[config.mk]
export PLATFORM = sky130hd
export DESIGN_NAME = pmp_lock_bank
export DESIGN_NICKNAME = d
export VERILOG_FILES = /design/src/rtl/pmp_lock_pkg.sv /design/src/rtl/pmp_entry_regs.sv /design/src/rtl/pmp_wr_gate.sv /design/src/rtl/pmp_lock_bank.sv
export SDC_FILE = /design/constraint.sdc
export NUM_CORES = 2
export LEC_CHECK = 0
export CAP_MARGIN = 20
export CORE_ASPECT_RATIO = 1.75
export CORE_UTILIZATION = 47
export DETAILED_ROUTE_END_ITERATION = 7
export PLACE_DENSITY_LB_ADDON = 0.2
export SLEW_MARGIN = 20
export SYNTH_ARGS = -nofsm -noshare
export SYNTH_HDL_FRONTEND = slang
export SYNTH_SLANG_ARGS = --single-unit
[constraint.sdc]
create_clock -name clk -period 5.25 [get_ports clk]
set_input_delay 0.525 -clock clk [delete_from_list [all_inputs] [get_ports clk]]
set_output_delay 0.525 -clock clk [all_outputs]
set_load 0.005 [all_outputs]
[src/rtl/pmp_lock_pkg.sv]
// Shared field positions and mode encoding for the protection entry bank.
// Assumes 8-bit configuration bytes; reserved bits are never stored.
package pmp_lock_pkg;
    typedef enum logic [1:0] {
        AM_OFF   = 2'd0,
        AM_TOR   = 2'd1,
        AM_NA4   = 2'd2,
        AM_NAPOT = 2'd3
    } amode_e;

    localparam int          CFG_W    = 8;
    localparam int          LOCK_BIT = 7;
    localparam int          MODE_LO  = 3;
    localparam logic [7:0]  CFG_KEEP = 8'h9F;   // bits 6:5 forced to zero
endpackage

[src/rtl/pmp_entry_regs.sv]
// One protection entry: configuration byte and address register.
// Assumes the caller has already gated the write enables with the lock rule.
module pmp_entry_regs
    import pmp_lock_pkg::*;
#(
    parameter int AW = 32
) (
    input  logic             clk,
    input  logic             rst_n,
    input  logic             cfg_we,
    input  logic [CFG_W-1:0] cfg_wdata,
    input  logic             addr_we,
    input  logic [AW-1:0]    addr_wdata,
    output logic [CFG_W-1:0] cfg_q,
    output logic [AW-1:0]    addr_q
);
    // Configuration byte, reserved bits dropped on write.
    always_ff @(posedge clk) begin
        if (!rst_n)      cfg_q <= '0;
        else if (cfg_we) cfg_q <= cfg_wdata & CFG_KEEP;
    end

    // Address register.
    always_ff @(posedge clk) begin
        if (!rst_n)       addr_q <= '0;
        else if (addr_we) addr_q <= addr_wdata;
    end


    cfg_frozen_chk: assert property (@(posedge clk) disable iff (!rst_n)
        cfg_q[LOCK_BIT] |=> $stable(cfg_q));

    addr_frozen_chk: assert property (@(posedge clk) disable iff (!rst_n)
        cfg_q[LOCK_BIT] |=> $stable(addr_q));

    lock_sticky_chk: assert property (@(posedge clk) disable iff (!rst_n)
        cfg_q[LOCK_BIT] |=> cfg_q[LOCK_BIT]);

    resv_zero_chk: assert property (@(posedge clk) disable iff (!rst_n)
        cfg_q[6:5] == 2'b00);
endmodule

[src/rtl/pmp_wr_gate.sv]
// Lock rule: decides from the current (pre-write) state which registers accept writes.
// Assumes entry 0 has no lower neighbour; TOR lock on the top entry protects below it.
module pmp_wr_gate
    import pmp_lock_pkg::*;
#(
    parameter int N = 16
) (
    input  logic [N-1:0]      lock_i,
    input  logic [N-1:0][1:0] mode_i,
    output logic [N-1:0]      cfg_open,
    output logic [N-1:0]      addr_open,
    output logic [N-1:0]      m_enforce
);
    for (genvar i = 0; i < N; i++) begin : g_gate
        logic above_tor_lock;
        if (i < N - 1) begin : g_nbr
            // Upper neighbour locked in TOR mode pins this address.
            always_comb above_tor_lock = lock_i[i+1] && (mode_i[i+1] == AM_TOR);
        end else begin : g_top
            always_comb above_tor_lock = 1'b0;
        end
        // Per-entry write permission and machine-mode flag.
        always_comb begin
            cfg_open[i]  = !lock_i[i];
            addr_open[i] = !lock_i[i] && !above_tor_lock;
            m_enforce[i] = lock_i[i] && (mode_i[i] != AM_OFF);
        end
    end
endmodule

[src/rtl/pmp_lock_bank.sv]
// Bank of protection entries with packed configuration words and lock enforcement.
// Assumes N_ENTRIES is a multiple of XLEN/8 and at least 2; reads are combinational.
module pmp_lock_bank
    import pmp_lock_pkg::*;
#(
    parameter int N_ENTRIES = 16,
    parameter int XLEN      = 32,
    localparam int IDX_W    = $clog2(N_ENTRIES)
) (
    input  logic                 clk,
    input  logic                 rst_n,
    input  logic                 wr_en,
    input  logic                 wr_is_addr,
    input  logic [IDX_W-1:0]     wr_idx,
    input  logic [XLEN-1:0]      wr_data,
    input  logic                 rd_is_addr,
    input  logic [IDX_W-1:0]     rd_idx,
    output logic [XLEN-1:0]      rd_data,
    output logic [N_ENTRIES-1:0] lock_o,
    output logic [N_ENTRIES-1:0] m_enforce_o
);
    localparam int CPW       = XLEN / CFG_W;
    localparam int CFG_WORDS = N_ENTRIES / CPW;

    logic [N_ENTRIES-1:0][CFG_W-1:0] cfg_q;
    logic [N_ENTRIES-1:0][XLEN-1:0]  addr_q;
    logic [N_ENTRIES-1:0][1:0]       mode_v;
    logic [N_ENTRIES-1:0]            lock_v, cfg_open, addr_open;

    for (genvar i = 0; i < N_ENTRIES; i++) begin : g_ent
        logic cfg_we, addr_we;
        // Field extraction for the gate.
        always_comb begin
            lock_v[i] = cfg_q[i][LOCK_BIT];
            mode_v[i] = cfg_q[i][MODE_LO+1:MODE_LO];
        end
        // Write decode, masked per byte by the lock rule.
        always_comb begin
            cfg_we  = wr_en && !wr_is_addr && (wr_idx == IDX_W'(i / CPW)) && cfg_open[i];
            addr_we = wr_en &&  wr_is_addr && (wr_idx == IDX_W'(i)) && addr_open[i];
        end
        pmp_entry_regs #(.AW(XLEN)) u_ent (
            .clk        (clk),
            .rst_n      (rst_n),
            .cfg_we     (cfg_we),
            .cfg_wdata  (wr_data[CFG_W*(i%CPW) +: CFG_W]),
            .addr_we    (addr_we),
            .addr_wdata (wr_data),
            .cfg_q      (cfg_q[i]),
            .addr_q     (addr_q[i])
        );
    end

    pmp_wr_gate #(.N(N_ENTRIES)) u_gate (
        .lock_i    (lock_v),
        .mode_i    (mode_v),
        .cfg_open  (cfg_open),
        .addr_open (addr_open),
        .m_enforce (m_enforce_o)
    );

    // Status outputs.
    always_comb lock_o = lock_v;

    // Read mux: address register or packed configuration word.
    always_comb begin
        rd_data = '0;
        if (rd_is_addr) begin
            rd_data = addr_q[rd_idx];
        end else begin
            for (int w = 0; w < CFG_WORDS; w++)
                if (rd_idx == IDX_W'(w))
                    for (int b = 0; b < CPW; b++)
                        rd_data[CFG_W*b +: CFG_W] = cfg_q[w*CPW + b];
        end
    end

    for (genvar i = 0; i < N_ENTRIES - 1; i++) begin : g_tor_chk

        below_addr_pinned_chk: assert property (@(posedge clk) disable iff (!rst_n)
            (lock_v[i+1] && mode_v[i+1] == AM_TOR) |=> $stable(addr_q[i]));
    end
endmodule

## After elaboration in Yosys (flattened, before gate mapping)

Cells that the tools add are included.

| storage, ports and cells | value |
|---|---|
| register bits after elaboration | 608 |
| bits in latches | 0 |
| memory bits (writable) | 0 |
| bits in read-only memories | 0 |
| output and inout bits | 64 |
| logic and storage cells | 223 |
| memories | 0 |

| cells by class | value |
|---|---|
| add/subtract/negate cells | 0 |
| multiply operators | 0 |
| div/mod/pow operators | 0 |
| order comparisons | 1 |
| equal/unequal tests | 33 |
| shifts and indexed selects | 0 |
| multiplexer cells | 7 |
| bitwise gates (word level) | 0 |
| reductions and logical operators | 150 |

Operators by type and width:

| cell | number |
|---|---|
| 32-bit two-way mux | 6 |
| 32-bit binary-select mux with 4-bit select | 1 |
| 1-bit logical AND | 100 |
| 4-bit == test, second input constant | 8 |
| 1-bit logical NOT | 32 |
| 2-bit nonzero test | 16 |
| 2-bit by 1-bit == test with 1-bit output, second input constant | 15 |
| 4-bit by 2-bit == test with 1-bit output, second input constant | 4 |
| 4-bit by 3-bit == test with 1-bit output, second input constant | 4 |
| 4-bit by 1-bit == test with 1-bit output, second input constant | 2 |
| 4-bit logical NOT | 2 |
| 4-bit by 5-bit less-than comparator with 1-bit output, second input constant | 1 |

## Logic depth before layout (Yosys ltp)

| depth | value |
|---|---|
| depth in word-level cells | 6 |
| depth in mapped cells | 8 |
| gate-level depth less buffers | 4 |

## By module

From an unflattened synthesis, not the netlist that was laid out.

| unflattened totals | value |
|---|---|
| cells, all modules | 2,694 |
| area total of the unflattened synthesis | 29,644.7 um2 |

Modules (own cells, without submodules):

| module | instances | cells an instance | area each (um2) | sequential area each (um2) |
|---|---|---|---|---|
| pmp_entry_regs | 16 | 126 | 1,492.7 | 760.7 |
| pmp_lock_bank | 1 | 599 | 5,424.0 | 0.0 |
| pmp_wr_gate | 1 | 79 | 337.8 | 0.0 |

## Worst setup path after synthesis

OpenSTA, ideal clock, no wires.

| timing | value |
|---|---|
| kind | input port to output port |
| from | in rd_idx[1] |
| to | out rd_data[0] |
| arrival time | 2,078 ps |
| data required time | 4,725 ps |
| setup slack | 2,647 ps |
| cell stages on the path | 7 |
| path buffers | 4 |
| cells stage by stage | buf_2 > buf_2 > buf_2 > buf_2 > mux4_2 > o2111ai_1 > o311ai_0 |

| on the way | value |
|---|---|
| word-level cells in the longest chain between the ends | 6 |
| elaborated cells between the ends (all ways) | 11 |
| classes of those cells | 3 x eq/ne; 7 x mux; 1 x reduce/logical |

RTL lines:

| item | RTL line | text |
|---|---|---|
| start, declared | pmp_lock_bank.sv:17 | `input logic [IDX_W-1:0] rd_idx,` |
| 4-bit logical NOT | pmp_lock_bank.sv:72 | `if (rd_idx == IDX_W'(w))` |
| 32-bit two-way mux (4 in a row) | pmp_lock_bank.sv:72 |  |
| 32-bit two-way mux (*) | pmp_lock_bank.sv:68 | `if (rd_is_addr) begin` |
| end, declared | pmp_lock_bank.sv:18 | `output logic [XLEN-1:0] rd_data,` |

Mark *: on every way between the ends. The rest lies on a longest branch, timed or not. The select of a mux whose other input is x is not followed.

## Worst setup path in the final report

| timing | value |
|---|---|
| from | in rd_idx[3] |
| to | out rd_data[15] |

The elaborated chain is that of the path after synthesis.

==> results.md <==
* Hold Crit Class: flop to flop
* Post-route minimum period at 4.21 ns
* Share of layout cells above drive strength 1 at 10.7%
* ANT nets after route at 0
* Cts hold-fix bufs at 0
* EDFF count, synth at 0
* Worst r2r path cells at 4
* Die Height at 324 um
* Outcome: finished, final reports clean
* Vias per inst at 5.92
* Clock root cell: clkbuf_16
* Worst skew pair latency at 0.61 ns
* F_max at 238 MHz
* Post-synth net total at 3,003
* I/O Pins at 109
* Hpwl dp at 51,800 um
* Mean Syn Cell Area at 9.43 um2
* CTS buffer count at 55
* R2R setup slack at 2.74 ns
* Post-CTS setup buffer count at 0
* Setup TNS at 0 ns
* DR iter-0 viols at 2,039
* Worst Path Required at 4.72 ns
* YS warnings at 0
* Yosys reg bits at 608
* Max-Cap Viols at 0
* Antenna cell count at 0
* Drt total wl at 89,200 um
* GRT Util Overall at 29.7%
* Pwr dens at 303 mW/mm2
* CTS Buffer Depth at 3
* Final period util at 80.1%
* Die X-Extent at 186 um
* DRC at 0
* CTS tree: yes
* Multi-input logic area at 0.0146 mm2
* CTS sink cnt at 608
* Async S/R FF share, synth at 0%
* Startpoint Class: input port
* Final Core Density at 53.1%
* RSZ-0062 raised after global routing: no
* Critical path class: input port to primary output
* First-pass DRT Iterations at 6
* Initial core utilization at 47.7%
* Post-synthesis sequential area ratio at 43.6%
* WHS Path Cells at 2
* Netlist cell types at 41
* IO Port Bufs at 108
* Slew @ Worst Pin at 1.20 ns
* Register area at 0.0122 mm2
* Max Fanout on Critical Path at 48
* FP Rows at 117
* Leakage at 10.3 nW
* Hold path start: g_ent[2].u_ent.addr_q[3]
* Worst flop-to-flop path endpoint: g_ent[4].u_ent.addr_q[16]
* CTS resizes at 0
* Drt wl/cell at 24.2 um
* Remaining global-route overflow at 0
* Via count at 21,785
* Mapped Cells at 2,958
* Post-synthesis instance area at 0.0279 mm2
* Synthesis-to-layout area growth at 11.2%
* Initial antenna violation count at 2
* Global-route wire length before repair at 134,000 um
* # setup viols final at 0
* Fin nets at 2,910
* Number of global-route vias before repair at 21,584
* Peak VDD IR at 0.239 mV
* Core box area at 0.0584 mm2
* Worst EP arrival at 3.68 ns
* Synth Flop Type: dfxtp_1
* CP Capture Type: primary output
* Max_slew headroom at 20.0%
* Die area at 0.0603 mm2
* Hold endpoint: g_ent[2].u_ent.addr_q[3]
* Fill cell count at 5,171
* Clock Pin Slew Worst Setup and Hold Paths at 0.07 ns
* Max Clock Skew at 0.0169 ns
* Largest net degree at the start of global routing at 193
* Pins Over Slew Limit at 0
* R2r startpoint: g_ent[4].u_ent.cfg_q[7]
* RePlAce Congestion at 0.881
* Final hold vios at 0
* H-tree Lvls at 2
worst max-delay path: stages:
cell,delay [ns]
buf_4,0.73
or3_1,0.81
o2bb2ai_1,0.17
a211oi_1,0.76
a211oi_1,0.13
clkdlybuf4s50_1,0.49
layer usage:
layer | part of all wire [%] | global-route usage (%)
met1 | 39 | 36.1
met2 | 49 | 50.7
met3 | 7.4 | 4.46
met4 | 5.1 | 14.5
met5 | 0.013 | 0
cells in the final DEF (no fill, tap or decap), drive strengths merged, types with 18 or more instances in the layout:
cell and instances:
o22ai 26, mux4 128, a211oi 36, clkdlybuf4s50 103, nor2b 194, clkbuf 79, dfxtp 608, o2bb2ai 18
nand2 843, mux2i 246, a21boi 416, a21oi 21, buf 48
where the power goes:
part           total [mW]  internal, mW  switching [mW]
clock network        4.11          2.27            1.84
logic               0.609         0.238           0.372
registers            4.66          4.64          0.0205
synth_stat cells (6+ instances only):
cell / n / share of area (%)
nand2_1: 843 / 11
dfxtp_1: 608 / 44
a21boi_0: 350 / 9.4
mux2i_1: 246 / 8.8
clkbuf_1: 239 / 3.2
nor2b_1: 194 / 4.4
mux4_2: 128 / 10
a21boi_1: 66 / 1.8
buf_2: 42 / 0.75
a211oi_1: 36 / 0.97
o22ai_1: 26 / 0.58
a21oi_1: 21 / 0.38
o2bb2ai_1: 18 / 0.57
buf_4: 17 / 0.46
o21a_1: 16 / 0.43
and3b_1: 14 / 0.44
or4_1: 13 / 0.35
nor2_1: 11 / 0.15
nor4_1: 11 / 0.25
nor3_2: 9 / 0.32
nand3_1: 6 / 0.11
nor3_4: 6 / 0.35
metrics by stage:
| step | instance area [um2] | hold slack [ns] | setup slack, ns | power (mW) | std cells |
|---|---|---|---|---|---|
| after floorplan | 27900 | 0.428 | 2.65 | 5.15 | 2958 |
| after global placement | 29200 | 0.435 | 1.17 | 5.36 | 3581 |
| after detailed placement | 29200 | 0.440 | 1.16 | 5.37 | 3581 |
| after CTS | 31000 | 0.437 | 1.16 | 9.43 | 3682 |
| after global routing | 31000 | 0.463 | 1.08 | 9.63 | 3682 |
| final | 31000 | 0.445 | 1.04 | 9.38 | 3682 |
worst max path at each step:
stage	start	end	cells past startpoint
final	rd_idx[3]	rd_data[15]	6
after global routing	rd_idx[3]	rd_data[15]	6
after CTS	rd_idx[3]	rd_data[15]	6
after detailed placement	rd_idx[3]	rd_data[15]	6
after global placement	rd_idx[2]	rd_data[27]	7
after floorplan	rd_idx[1]	rd_data[0]	7
registers in the layout, summed over array words and instances (netlist names):
signal	cells
g_ent.u_ent.addr_q	512
g_ent.u_ent.cfg_q	96
kinds of logic (layout without fill, tap and decap cells):
family	count (synthesis)	in the layout	share of synthesized area, %
simple gates	1131	1131	18.3
flops	608	608	43.6
mux	374	374	19.2
buf+inv	304	255	4.51
compound gates	541	541	14.4
cell type report:
class	instances	area share (%)
Clock buffer	77	5.03
Inverter	1	0.0121
Clock inverter	24	0.759
Multi-Input combinational cell	2046	47.1
Tap cell	773	3.12
Timing Repair Buffer	153	4.75
Sequential cell	608	39.3
(Power assumes the default switching activity.)
